==> src/rtl/pcd_timer_pkg.sv <==
package pcd_timer_pkg;

    localparam int unsigned DIV_W        = 8;
    localparam int unsigned CTRL_RUN_BIT = 0;
    localparam int unsigned CTRL_AUTO_BIT = 1;
    localparam int unsigned CTRL_IE_BIT  = 2;
    localparam int unsigned CTRL_DIV_LSB = 8;

    typedef enum logic [1:0] {
        SLOT_RELOAD = 2'd0,
        SLOT_COUNT  = 2'd1,
        SLOT_CTRL   = 2'd2,
        SLOT_FLAG   = 2'd3
    } slot_e;

    typedef struct packed {
        logic [DIV_W-1:0] div;
        logic             irq_en;
        logic             auto_rl;
        logic             run_en;
    } ctrl_t;

    typedef struct packed {
        logic reload;
        logic count;
        logic ctrl;
        logic flag;
    } wr_strb_t;

    function automatic ctrl_t ctrl_from_half(logic [15:0] w);
        ctrl_t c;
        c.run_en  = w[CTRL_RUN_BIT];
        c.auto_rl = w[CTRL_AUTO_BIT];
        c.irq_en  = w[CTRL_IE_BIT];
        c.div     = w[CTRL_DIV_LSB +: DIV_W];
        return c;
    endfunction

    function automatic logic [15:0] ctrl_to_half(ctrl_t c);
        logic [15:0] w;
        w = '0;
        w[CTRL_RUN_BIT]              = c.run_en;
        w[CTRL_AUTO_BIT]             = c.auto_rl;
        w[CTRL_IE_BIT]               = c.irq_en;
        w[CTRL_DIV_LSB +: DIV_W]     = c.div;
        return w;
    endfunction

    function automatic wr_strb_t strobes_for(logic hit, logic wr, slot_e s);
        wr_strb_t st;
        st        = '0;
        st.reload = hit && wr && (s == SLOT_RELOAD);
        st.count  = hit && wr && (s == SLOT_COUNT);
        st.ctrl   = hit && wr && (s == SLOT_CTRL);
        st.flag   = hit && wr && (s == SLOT_FLAG);
        return st;
    endfunction

endpackage

==> src/rtl/pcd_prescale.sv <==
module pcd_prescale #(
    parameter int unsigned W = 8
) (
    input  logic         clk,
    input  logic         rst,
    input  logic         run_i,
    input  logic         restart_i,
    input  logic [W-1:0] div_i,
    output logic         tick_o
);
    logic [W-1:0] phase_q;

    assign tick_o = run_i && !restart_i && (phase_q == div_i);

    always_ff @(posedge clk) begin
        if (rst || restart_i || !run_i || tick_o) begin
            phase_q <= '0;
        end else begin
            phase_q <= phase_q + 1'b1;
        end
    end

    // the phase never passes the divider while counting
    assert_phase_bound_R3: assert property (@(posedge clk) disable iff (rst)
        (run_i && !restart_i) |-> (phase_q <= div_i));

    // with a nonzero divider two ticks are never adjacent
    assert_tick_spacing_R3: assert property (@(posedge clk) disable iff (rst)
        (tick_o && div_i != '0) |=> !tick_o);

endmodule

==> src/rtl/pcd_count_core.sv <==
module pcd_count_core
    import pcd_timer_pkg::*;
#(
    parameter int unsigned CNT_W = 32
) (
    input  logic             clk,
    input  logic             rst,
    input  logic             tick_i,
    input  wr_strb_t         strb_i,
    input  logic [CNT_W-1:0] wdata_i,
    input  ctrl_t            ctrl_i,
    input  ctrl_t            ctrl_new_i,
    input  logic [CNT_W-1:0] reload_i,
    output logic [CNT_W-1:0] count_o,
    output logic             running_o,
    output logic             zero_evt_o
);
    localparam logic [CNT_W-1:0] ONE = CNT_W'(1);

    logic [CNT_W-1:0] count_q, cnt_n, wr_val, seed;
    logic             running_q, run_n, evt;
    logic             div_zero, new_div_zero;

    assign div_zero     = (ctrl_i.div == '0);
    assign new_div_zero = (ctrl_new_i.div == '0);

    always_comb begin
        cnt_n  = count_q;
        run_n  = running_q;
        evt    = 1'b0;
        wr_val = wdata_i;
        seed   = count_q;
        if (strb_i.reload) begin
            cnt_n = wdata_i;
            run_n = ctrl_i.run_en && (!div_zero || wdata_i != '0);
        end else if (strb_i.count) begin
            if (ctrl_i.run_en && ctrl_i.auto_rl && div_zero && wdata_i == '0) begin
                wr_val = reload_i;
            end
            cnt_n = wr_val;
            run_n = ctrl_i.run_en && (!div_zero || wr_val != '0);
        end else if (strb_i.ctrl) begin
            if (ctrl_new_i.run_en && ctrl_new_i.auto_rl && count_q == '0) begin
                seed = reload_i;
            end
            cnt_n = seed;
            run_n = ctrl_new_i.run_en && (!new_div_zero || seed != '0);
        end else if (tick_i) begin
            if (count_q > ONE) begin
                cnt_n = count_q - ONE;
            end else if (count_q == ONE) begin
                cnt_n = '0;
                evt   = 1'b1;
                if (!ctrl_i.auto_rl || (reload_i == '0 && div_zero)) begin
                    run_n = 1'b0;
                end
            end else if (ctrl_i.auto_rl && reload_i != '0) begin
                cnt_n = reload_i;
            end else begin
                evt = 1'b1;
                if (!ctrl_i.auto_rl) begin
                    run_n = 1'b0;
                end
            end
        end
    end

    always_ff @(posedge clk) begin
        if (rst) begin
            count_q   <= '0;
            running_q <= 1'b0;
        end else begin
            count_q   <= cnt_n;
            running_q <= run_n;
        end
    end

    assign count_o    = count_q;
    assign running_o  = running_q;
    assign zero_evt_o = evt;

    // counting never continues without run-enable
    assert_run_needs_en_R8: assert property (@(posedge clk) disable iff (rst)
        running_q |-> ctrl_i.run_en);

    // one-shot reaching zero parks the counter
    assert_oneshot_stop_R5: assert property (@(posedge clk) disable iff (rst)
        (tick_i && !ctrl_i.auto_rl && count_q == ONE) |=> (!running_q && count_q == '0));

    // the tick after zero restores the reload value
    assert_reload_R6: assert property (@(posedge clk) disable iff (rst)
        (tick_i && ctrl_i.auto_rl && count_q == '0 && reload_i != '0)
            |=> (count_q == $past(reload_i)));

    // a zero reload write with zero divider halts the counter
    assert_zero_reload_R9: assert property (@(posedge clk) disable iff (rst)
        (strb_i.reload && ctrl_i.run_en && div_zero && wdata_i == '0) |=> !running_q);

endmodule

==> src/rtl/pcd_regs.sv <==
module pcd_regs
    import pcd_timer_pkg::*;
#(
    parameter int unsigned DATA_W = 32
) (
    input  logic              clk,
    input  logic              rst,
    input  wr_strb_t          strb_i,
    input  logic [DATA_W-1:0] wdata_i,
    input  logic              rd_en_i,
    input  slot_e             rd_slot_i,
    input  logic [DATA_W-1:0] count_i,
    input  logic              zero_evt_i,
    output ctrl_t             ctrl_o,
    output ctrl_t             ctrl_new_o,
    output logic [DATA_W-1:0] reload_o,
    output logic [DATA_W-1:0] rdata_o,
    output logic              irq_o
);
    ctrl_t             ctrl_q;
    logic [DATA_W-1:0] reload_q;
    logic              flag_q;
    logic              flag_clr;

    assign ctrl_new_o = ctrl_from_half(wdata_i[15:0]);
    assign flag_clr   = strb_i.flag && wdata_i[0];

    always_ff @(posedge clk) begin
        if (rst) begin
            ctrl_q   <= '0;
            reload_q <= '0;
            flag_q   <= 1'b0;
        end else begin
            if (strb_i.ctrl) begin
                ctrl_q <= ctrl_new_o;
            end
            if (strb_i.reload) begin
                reload_q <= wdata_i;
            end
            flag_q <= zero_evt_i || (flag_q && !flag_clr);
        end
    end

    always_comb begin
        rdata_o = '0;
        if (rd_en_i) begin
            case (rd_slot_i)
                SLOT_RELOAD: rdata_o = reload_q;
                SLOT_COUNT:  rdata_o = count_i;
                SLOT_CTRL:   rdata_o = DATA_W'(ctrl_to_half(ctrl_q));
                SLOT_FLAG:   rdata_o = DATA_W'(flag_q);
                default:     rdata_o = '0;
            endcase
        end
    end

    assign ctrl_o   = ctrl_q;
    assign reload_o = reload_q;
    assign irq_o    = flag_q && ctrl_q.irq_en;

    // a zero event is always recorded
    assert_flag_set_R5: assert property (@(posedge clk) disable iff (rst)
        zero_evt_i |=> flag_q);

    // write-one-to-clear drops the flag when no new event collides
    assert_flag_clear_R4: assert property (@(posedge clk) disable iff (rst)
        (flag_clr && !zero_evt_i) |=> !flag_q);

endmodule

==> src/rtl/pcd_timer.sv <==
module pcd_timer
    import pcd_timer_pkg::*;
#(
    parameter int unsigned ADDR_W = 5,
    parameter int unsigned DATA_W = 32
) (
    input  logic              clk,
    input  logic              rst,
    input  logic              bus_sel,
    input  logic              bus_wr,
    input  logic [ADDR_W-1:0] bus_addr,
    input  logic [DATA_W-1:0] bus_wdata,
    output logic [DATA_W-1:0] bus_rdata,
    output logic              irq
);
    localparam int unsigned SLOT_LSB = 2;

    logic              hit;
    slot_e             slot;
    wr_strb_t          strb;
    ctrl_t             ctrl, ctrl_new;
    logic [DATA_W-1:0] reload, count;
    logic              running, tick, zero_evt, restart;

    assign hit  = bus_sel && (bus_addr[1:0] == 2'b00) && ((bus_addr >> 4) == '0);
    assign slot = slot_e'(bus_addr[SLOT_LSB +: 2]);
    assign strb = strobes_for(hit, bus_wr, slot);
    assign restart = strb.reload || strb.count || strb.ctrl;

    pcd_prescale #(.W(DIV_W)) u_prescale (
        .clk       (clk),
        .rst       (rst),
        .run_i     (running),
        .restart_i (restart),
        .div_i     (ctrl.div),
        .tick_o    (tick)
    );

    pcd_count_core #(.CNT_W(DATA_W)) u_core (
        .clk        (clk),
        .rst        (rst),
        .tick_i     (tick),
        .strb_i     (strb),
        .wdata_i    (bus_wdata),
        .ctrl_i     (ctrl),
        .ctrl_new_i (ctrl_new),
        .reload_i   (reload),
        .count_o    (count),
        .running_o  (running),
        .zero_evt_o (zero_evt)
    );

    pcd_regs #(.DATA_W(DATA_W)) u_regs (
        .clk        (clk),
        .rst        (rst),
        .strb_i     (strb),
        .wdata_i    (bus_wdata),
        .rd_en_i    (hit && !bus_wr),
        .rd_slot_i  (slot),
        .count_i    (count),
        .zero_evt_i (zero_evt),
        .ctrl_o     (ctrl),
        .ctrl_new_o (ctrl_new),
        .reload_o   (reload),
        .rdata_o    (bus_rdata),
        .irq_o      (irq)
    );

    // at most one register is written per access
    assert_one_slot_R2: assert property (@(posedge clk) disable iff (rst)
        $onehot0(strb));

    // unmapped reads return zero
    assert_unmapped_zero_R2: assert property (@(posedge clk) disable iff (rst)
        (bus_sel && !bus_wr && !hit) |-> (bus_rdata == '0));

    // no interrupt while interrupt-enable is clear
    assert_irq_gate_R4: assert property (@(posedge clk) disable iff (rst)
        !ctrl.irq_en |-> !irq);

endmodule

==> config.mk <==
export PLATFORM = sky130hd
export DESIGN_NAME = pcd_timer
export DESIGN_NICKNAME = d
export VERILOG_FILES = /design/src/rtl/pcd_timer_pkg.sv /design/src/rtl/pcd_prescale.sv /design/src/rtl/pcd_count_core.sv /design/src/rtl/pcd_regs.sv /design/src/rtl/pcd_timer.sv
export SDC_FILE = /design/constraint.sdc
export NUM_CORES = 1
export LEC_CHECK = 0
export ABC_AREA = 0
export BUFFER_PORTS_ARGS = -buffer_cell sky130_fd_sc_hd__buf_4
export CORE_MARGIN = 3
export CORE_UTILIZATION = 28
export CTS_BUF_LIST = sky130_fd_sc_hd__clkbuf_8
export DETAILED_ROUTE_END_ITERATION = 8
export SYNTH_ARGS = -nofsm -noshare
export SYNTH_HDL_FRONTEND = slang
export SYNTH_HIERARCHICAL = 1
export SYNTH_SLANG_ARGS = --single-unit
==> constraint.sdc <==
create_clock -name clk -period 2.83 [get_ports clk]
set_input_delay 0.283 -clock clk [delete_from_list [all_inputs] [get_ports clk]]
set_output_delay 0.283 -clock clk [all_outputs]
set_load 0.01 [all_outputs]
After elaboration in Yosys (flattened, before gate mapping). Cells that the tools add are included.

Register bits: 85. Bits of input ports: 41. Logic and storage cells: 109.

$add $sub $neg: 2. Magnitude comparators: 1. Equal/unequal tests: 9. Muxes and demuxes: 32. Reductions and logical operators: 56.

Operators by type and width (number): $mux W32 (15); $pmux W32 S4 (1); $reduce_bool A32 Y1 (4); $logic_not A32 Y1 (3); $eq A32 B1 Y1 const B (1); $gt A32 B1 Y1 const B (1); $sub A32 B1 Y32 const B (1); $logic_and A1 B1 Y1 (23); $logic_not A8 Y1 (2); $mux W1 (16); $logic_or A1 B1 Y1 (10); $ne A5 B5 Y1 const B (2); $add A8 B1 Y8 const B (1); $eq A8 B8 Y1 (1); $logic_not A1 Y1 (7); $reduce_bool A6 Y1 (1); $logic_not A5 Y1 (1); $ne A5 B4 Y1 const B (1); $reduce_and A5 Y1 (1); $eq A2 B2 Y1 const B (2); $logic_not A2 Y1 (2); $ne A4 B4 Y1 const B (1); $reduce_bool A4 Y1 (1); $eq A2 B1 Y1 const B (1); $reduce_and A2 Y1 (1).

Longest topological paths before layout. Gate-level depths: netlist of the first run.

Depth after elaboration: 15. Mapped depth: 13. Mapped depth without buffers: 10.

Hierarchy. The synthesis of the first run kept the hierarchy.

By module, submodules not included: pcd_count_core (instances 1, cells an instance 506, area an instance 3568.4 sq um); pcd_regs (instances 1, cells an instance 250, area an instance 2294.7 sq um); pcd_prescale (instances 1, cells an instance 46, area an instance 425.4 sq um); pcd_timer (instances 1, cells an instance 11, area an instance 68.8 sq um).

Worst setup path before layout of the first run. No wires, ideal clock.

Path kind: register to register. Start: register u_core.count_q[0], in the netlist u_core/count_o[0]. End: register u_core.count_q[0], in the netlist u_core/count_o[0]. Arrival time: 2904 ps. Required time: 2697 ps. Setup slack: -207 ps. Cell stages (with the launch flop): 12. Path through: dfxtp_1 -> inv_1 -> ha_1 -> or3b_2 -> clkbuf_1 -> nor4_2 -> or4b_4 -> buf_6 -> o31a_1 -> buf_2 -> o211ai_1 -> o32ai_2.

Longest elaborated chain between the ends: 9. Elaborated cells between the ends (all ways): 17.

RTL lines: from (decl) (line pcd_count_core.sv:20) `logic [CNT_W-1:0] count_q, cnt_n, wr_val, seed;`; from (signal assigned) (line pcd_count_core.sv:73) `count_q <= cnt_n;`; branches (longest 9 deep; another with $sub A32 B1 Y32).

Several ways; the timed one is not identified. The select of a mux whose other input is x is not followed. A chain may end at the register's enable or synchronous reset.

Worst setup path in the final report of the first run.
Start: register u_core.count_q[0], in the netlist u_core/count_o[0]. End: register u_core.count_q[19], in the netlist u_core/count_o[19].

Same word-level chain as after synthesis.

==> results of run 1 <==
## power by group
| group | switching (mW) | internal (mW) |
|---|---|---|
| combinational | 0.416 | 0.347 |
| clock | 0.530 | 0.510 |
| sequential | 0.00768 | 1.20 |
## final cells by class
cell class,count,area [µm²]
clock buffers,9,123.9
clock inverters,7,103.9
fillers,2301,13620
inverters,9,36.28
multi-input cells,648,4441
flip-flops and latches,85,1714
well taps,280,350.3
repair buffers,209,1633
## metrics by stage
stage / cells / setup slack (ns) / util [%] / hold WS (ns)
2_1_floorplan: 812 / -0.05230 / - / 0.4302
3_3_place_gp: 1218 / -0.1705 / 35.95 / 0.4971
3_5_place_dp: 1218 / -0.1717 / 35.95 / 0.4884
4_1_cts: 1237 / -0.02045 / 37.33 / 0.1403
5_1_grt: 1247 / -0.05488 / 38.14 / 0.1649
6_report: 1247 / -0.02855 / 38.14 / 0.1570
## worst reg2reg max path: stages (launching register included)
cell and delay [ns]:
dfxtp_4 0.36, inv_4 0.06, ha_4 0.13, or3b_4 0.40, buf_6 0.15, nor4_4 0.25
or4b_4 0.54, o31a_1 0.31, buf_6 0.15, buf_6 0.14, o211a_1 0.11, nor3_1 0.19
## routing by layer
layer	wire (µm)	track usage [%]	part of all wire, %
met1	11420	28.17	44
met2	11870	33.05	45
met3	2079	3.733	8.0
met4	776	7.586	3.0
met5	0	0	0
## repair_timing
action	in CTS	in global routing
setup endpoints to repair	29	33
resized for setup	11	27
endpoints found under the hold margin	0	0
setup buffers	3	9
pin swaps	8	26
cloned	0	2
## worst max path at each step
stage	startpoint	end	slack, ns	depth (start not counted)
2_1_floorplan	u_core/count_o[18]	u_core/count_o[15]	-0.05	10
3_3_place_gp	bus_addr[1]	u_core/count_o[17]	-0.17	10
3_5_place_dp	u_core/count_o[15]	u_core/count_o[29]	-0.17	8
4_1_cts	u_core/count_o[7]	u_core/count_o[29]	-0.02	9
5_1_grt	u_core/count_o[12]	u_core/count_o[17]	-0.05	10
6_report	u_core/count_o[0]	u_core/count_o[19]	-0.03	11
## sequential cells by signal (all words and copies together), names as in the netlist
| signal | count |
|---|---|
| u_core/count_o | 32 |
| u_core/running_o | 1 |
| u_prescale/phase_q | 8 |
| u_regs/ctrl_o | 11 |
| u_regs/flag_q | 1 |
| u_regs/reload_o | 32 |
## layout by cell type, fill, tap and decap left out, types with 6 or more instances in the layout
cell type / count
buf_4: 199
or3_1: 6
dfxtp_1: 77
a211oi_2: 7
xor2_1: 17
dfxtp_2: 7
and2_1: 13
nand3_1: 27
a21oi_1: 46
o211ai_1: 7
nand2b_1: 7
clkbuf_8: 9
nand2_1: 29
a211o_1: 8
buf_6: 7
nor3_1: 26
o41ai_1: 11
o21ai_0: 38
mux2i_1: 75
inv_1: 6
nor2_1: 124
nand3b_1: 11
a211oi_1: 31
nor4_1: 33
xnor2_1: 21
or4_4: 7
nand4_1: 8
==> flow_summary.toml, run 1 <==
[detailed_routing]
final_antenna_net_count = 0
drc_errors = 0
num_vias = 7066
via_per_inst = 5.666
drt_iter0_drc = 717
wl_per_cell_um = 20.97
wl_mm = 26.14
drt_pass1_iterations = 5

[clock_network]
cts-hold-fix-buffers = 0
ctsHtreeMaxLevel = 3
cts_tree = "done"
clock_latency_ns = 0.40
numCtsBuffers = 9
cts_buffer_depth = 2
cts.clk_slew.worst_paths_ns = 0.10
cts.sinks = 85
cts_root_buf = "clkbuf_8"

[floorplan]
row_count = 54
die_h_um = 156.6
io_pins = 74
die_w_um = 156.6
start_util_pct = 28.83
dieArea_um2 = 24520
fp.coreArea_um2 = 22030

[yosys]
synth_fp_nets = 857
synthesis.area_um2 = 6350
avgSynthCellArea_um2 = 7.820
synth_cells = 812
ys_warn_count = 6

[critical_path]
startpoint_type = "flop"
crit_chain = "inv_4, ha_4, or3b_4, buf_6, nor4_4, or4b_4, o31a_1, buf_6, buf_6, o211a_1, nor3_1"
cp_slowest_cell = "or4b_4"
ff2ff_setup_slack_ns = -0.03
critPathTopFamily = "simple AND/OR/NAND/NOR gates"
critPathCaptureType = "flop"
critPathMaxStageDelay_ns = 0.54
worst_r2r_endpoint = "u_core/count_o[19]"
cp.arrival_ns = 3.17
path_buf_inv = 4
crit_top_cell = "buf_6"
reg2regPathDepth = 11
r2r_start = "u_core/count_o[0]"
crit_type = "reg2reg"
required_ns = 3.14
critPathMaxFanout = 8

[timing]
clock.fmax_mhz = 349.8
fin_skew_ns = 0.01874
relSlewSlack_pct = 22.40
worst_pin_slew_ns = 1.160
grt_setup_unrepaired = "yes"
fin_ws_ns = -0.02855
period_minus_slack_ns = 2.859
tns_ns = -0.03329
setup_violations = 2
drv_slew = 0
finalHoldViolCount = 0
finalCritPeriodShare_pct = 101.0

[power]
ir_drop_mv = 0.2262
power.density_nw_per_um2 = 358.4
p_total_mw = 3.011
p_leak_nw = 3.347

[global_routing]
antenna_found_initial = 0
overflow = 0
grt_pass1_vias = 6577
grt_pass1_wl_mm = 39.52
grt_max_degree = 43
track_usage_pct = 20.77

[flow_run]
maxCapViolCount = 0

[outcome]
failed_checks = "negative setup slack"
status = "complete, but fails checks"

[placed_design]
gp_congestion = 0.9613
place_area_um2 = 7918
dp_hpwl_mm = 19.14
portBuffers = 73

[finish]
nNetsFinal = 1007
antennaDiodeCount = 0
synthToLayoutAreaGrowth_pct = 32.32
drive_gt1_share_pct = 29.78
finalInstanceArea_um2 = 8402

[min_path]
hp-class = "in2reg"
hold_start = "bus_wdata[21]"
hold_end = "u_regs/reload_o[21]"
worstHoldPathCells = 3
(Power assumes the default switching activity.)
==> run 2, diff against run 1 <==
clock period = 2.65 ns   (was 2.83 ns; I/O delays follow)
==> flow_summary.toml, run 2 (synthesis gave the netlist of run 1 again) <==
[critical_path]
r2r_start = "u_core/count_o[15]"
reg2regPathDepth = 7
worst_r2r_endpoint = "u_core/count_o[30]"
critPathCaptureType = "flop"
crit_start = "u_core/count_o[15]"
cp.arrival_ns = 3.16
startpoint_type = "flop"
endpoint = "u_core/count_o[30]"
crit_type = "reg2reg"
critPathMaxFanout = 4
ff2ff_setup_slack_ns = -0.18
required_ns = 2.98

[timing]
grt_setup_unrepaired = "yes"
holdWs_ns = 0.1291
worst_pin_slew_ns = 1.069
clock.fmax_mhz = 353.1
fin_skew_ns = 0.01356
relSlewSlack_pct = 28.44
finalHoldViolCount = 0
period_minus_slack_ns = 2.832
setup_violations = 30
fin_ws_ns = -0.1821
drv_slew = 0
finalCritPeriodShare_pct = 106.9

[clock_network]
cts-hold-fix-buffers = 0
cts_root_buf = "clkbuf_8"
cts.sinks = 85
cts_buffer_depth = 2
ctsHtreeMaxLevel = 3
cts_tree = "done"
clock_latency_ns = 0.40
cts.clk_slew.worst_paths_ns = 0.10
numCtsBuffers = 9

[global_routing]
overflow = 0
grt_pass1_wl_mm = 41.12
grt_max_degree = 46
track_usage_pct = 21.41
antenna_found_initial = 0
grt_pass1_vias = 7013

[min_path]
hp-class = "in2reg"

[finish]
drive_gt1_share_pct = 37.14
post-route-util_pct = 41.24
n_fill_cell = 2271
seqCellArea_um2 = 1714
synthToLayoutAreaGrowth_pct = 43.05
layout_common_cells = "buf_4, nor2_1, dfxtp_1, mux2i_1, a21oi_1"
multi_input_area_um2 = 4707
nNetsFinal = 1047
antennaDiodeCount = 0
layout_commonest_cell = "buf_4"

[detailed_routing]
wl_mm = 26.46
drt_pass1_iterations = 5
drt_iter0_drc = 625
via_per_inst = 5.622
wl_per_cell_um = 20.56
num_vias = 7235
drc_errors = 0
final_antenna_net_count = 0

[outcome]
status = "complete, but fails checks"
failed_checks = "negative setup slack"

[floorplan]
fp.coreArea_um2 = 22030
start_util_pct = 28.83
dieArea_um2 = 24520
io_pins = 74
row_count = 54
die_w_um = 156.6
die_h_um = 156.6

[power]
ir_drop_mv = 0.2918
p_total_mw = 3.471
p_leak_nw = 3.645
power.density_nw_per_um2 = 382.2

[placed_design]
gp_congestion = 0.9688
portBuffers = 73
dp_hpwl_mm = 19.33

[flow_run]
maxCapViolCount = 0
## run 2: how the worst min path moves through the flow
stage / from / end / cells after the start
after detailed placement: u_core/running_o / u_core/running_o / 2
after global routing: bus_wdata[29] / u_regs/reload_o[29] / 3
after global placement: u_prescale/phase_q[0] / u_prescale/phase_q[0] / 1
after floorplan: bus_wdata[28] / u_regs/reload_o[28] / 2
final: bus_wdata[29] / u_regs/reload_o[29] / 3
after CTS: bus_wdata[24] / u_regs/reload_o[24] / 3
## run 2: cell type report
type / instances / share of cell area, %
Clock inverter: 7 / 1.612
Clock buffer: 9 / 1.364
Tap cell: 280 / 3.857
Sequential cell: 85 / 18.87
Inverter: 9 / 0.3994
Timing Repair Buffer: 251 / 22.08
Multi-Input combinational cell: 646 / 51.82
## run 2: routing by layer
layer  wire length (µm)  track usage [%]
met2              11970            33.42
met4                586            6.419
met1              12040            29.86
met5                  0                0
met3               1862            4.287
## run 2: timing repair
item,in CTS,in global routing
setup buffers,11,6
endpoints found under the setup margin,34,34
pin swaps,37,22
resized for setup,80,37
cloned,1,0
endpoints found under the hold margin,0,0
## run 2: worst max-delay path, stage by stage, from the launching register on
cell	delay (ns)
dfxtp_2	0.33
or4_4	0.54
or4_4	0.60
nor4_4	0.32
buf_4	0.21
a211oi_2	0.07
or4_1	0.53
a211oi_2	0.18
## run 2: through the flow
stage	worst slack, ns	std cells	setup TNS [ns]	cell area [µm²]
after floorplan	-0.2323	812	-5.916	6494
after global placement	-0.3508	1254	-7.071	8188
after detailed placement	-0.3484	1254	-7.941	8188
after CTS	-0.1655	1281	-2.844	8864
after global routing	-0.2680	1287	-5.730	9084
final	-0.1821	1287	-3.122	9084
## run 2: power by group
group,leakage [nW],switching (mW),total (mW),internal [mW]
combinational,2.82,0.493,0.904,0.411
sequential,0.689,0.00676,1.29,1.28
clock,0.134,0.551,1.28,0.728
==> run 3, diff against run 2 <==
CORE_ASPECT_RATIO = 1.4   (was unset)
SLEW_MARGIN = 20   (was unset)
==> flow_summary.toml, run 3 (synthesis gave the netlist of run 1 again) <==
[outcome]
status = "complete, but fails checks"
failed_checks = "negative setup slack"

[detailed_routing]
drt_iter0_drc = 725
via_per_inst = 5.605
num_vias = 7286
final_antenna_net_count = 0
wl_mm = 26.48
drt_pass1_iterations = 7
wl_per_cell_um = 20.37
drc_errors = 0

[floorplan]
dieArea_um2 = 24550
io_pins = 74
die_h_um = 184.2
fp.coreArea_um2 = 22100
row_count = 64
start_util_pct = 28.73
die_w_um = 133.3

[global_routing]
overflow = 0
grt_max_degree = 38
antenna_found_initial = 0
grt_pass1_vias = 7096
grt_pass1_wl_mm = 40.10
track_usage_pct = 20.61

[timing]
fin_ws_ns = -0.1949
finalCritPeriodShare_pct = 107.4
setup_violations = 32
holdWs_ns = 0.1330
drv_slew = 0
grt_setup_unrepaired = "yes"
finalHoldViolCount = 0
tns_ns = -4.163
relSlewSlack_pct = 59.30
clock.fmax_mhz = 351.5
fin_skew_ns = 0.01297
worst_pin_slew_ns = 0.6049
period_minus_slack_ns = 2.845

[finish]
layout_commonest_cell = "buf_4"
antennaDiodeCount = 0
drive_gt1_share_pct = 35.39
layout_common_cells = "buf_4, nor2_1, dfxtp_1, mux2i_1, a21oi_1"
nNetsFinal = 1043
synthToLayoutAreaGrowth_pct = 41.10

[clock_network]
numCtsBuffers = 9
cts_tree = "done"
cts-hold-fix-buffers = 0
ctsHtreeMaxLevel = 3
cts_root_buf = "clkbuf_8"
cts_buffer_depth = 2
cts.sinks = 85
clock_latency_ns = 0.40
cts.clk_slew.worst_paths_ns = 0.10

[critical_path]
crit_start = "u_core/count_o[18]"
required_ns = 2.91
crit_type = "reg2reg"
critPathMaxFanout = 6
cp.arrival_ns = 3.11
startpoint_type = "flop"
critPathCaptureType = "flop"
cp_slowest_cell = "or4b_4"
crit_top_cell = "or4b_4"
r2r_start = "u_core/count_o[18]"
crit_chain = "or3_4, or4b_4, or4b_4, o31ai_4, buf_6, buf_12, a21oi_1, nor2_1, a311oi_2"
critPathMaxStageDelay_ns = 0.59

[placed_design]
portBuffers = 73
place_ws_ns = -0.2712
gp_congestion = 0.9778
dp_hpwl_mm = 19.32

[flow_run]
maxCapViolCount = 0

[min_path]
hold_start = "bus_wdata[29]"
hp-class = "in2reg"

[power]
p_leak_nw = 3.611
power.density_nw_per_um2 = 360.6
p_total_mw = 3.231
ir_drop_mv = 0.2817
-- run 3: cell count changes in the layout (fill, tap and decap cells not counted), sizes merged --
cell	before	now
clkinv	3	1
clkbuf	9	11
clkinvlp	0	2
bufinv	4	1
inv	9	12
buf	251	245
-- run 3: metal layers --
layer  global-route usage (%)  vias up  share of wire (%)  wire (µm)
met5                        0        -                  0          0
met4                    10.29        0                4.4       1161
met3                    3.113       73                5.9       1559
met2                    35.54      307                 48      12830
met1                    24.98     3528                 41      10930
li1                         -     3378                  -          -
-- run 3: final cells by class --
class                      count  area (µm²)
sequential                    85        1715
timing repair buffer         247        2053
clock inverter                 7       80.08
clock buffer                   9       123.9
inverter                       9       36.28
tap                          297       371.6
fill                        2315       13140
multi-input combinational    646        4579
-- run 3: per-stage QoR --
step                utilization [%]  area (µm²)  instances
floorplan                         -        6494        812
global placement              37.18        8217       1267
detailed placement            37.18        8217       1267
CTS                           38.89        8594       1287
global route                  40.54        8960       1300
finish                        40.54        8960       1300
-- run 3: critical path: cells and delay by family (launching register included) --
kind / cells / cell delay [ns]
AOI/OAI and AO/OA: 3 / 0.41
buffers and inverters: 2 / 0.33
DFF: 1 / 0.33
and+or+nand+nor: 4 / 1.64
-- run 3: final timing paths --
| path | to | slack, ns | cells past startpoint |
|---|---|---|---|
| setup reg to reg | u_core/count_o[17] | -0.19 | 9 |
| hold / removal | u_regs/reload_o[29] | 0.13 | 3 |
| hold reg to reg | u_core/running_o | 0.52 | 2 |
| setup / recovery | u_core/count_o[17] | -0.19 | 9 |
-- run 3: timing repair --
| item | in CTS | in global routing |
|---|---|---|
| pin swaps | 23 | 42 |
| gates cloned | 1 | 3 |
| buffers inserted | 3 | 10 |
| gates resized for setup | 32 | 56 |
| setup endpoints to repair | 34 | 34 |
-- run 3: report_power, final --
part	total [mW]	switching (mW)	internal, mW
combinational	0.922	0.484	0.438
clock	1.02	0.571	0.449
sequential	1.29	0.00631	1.28
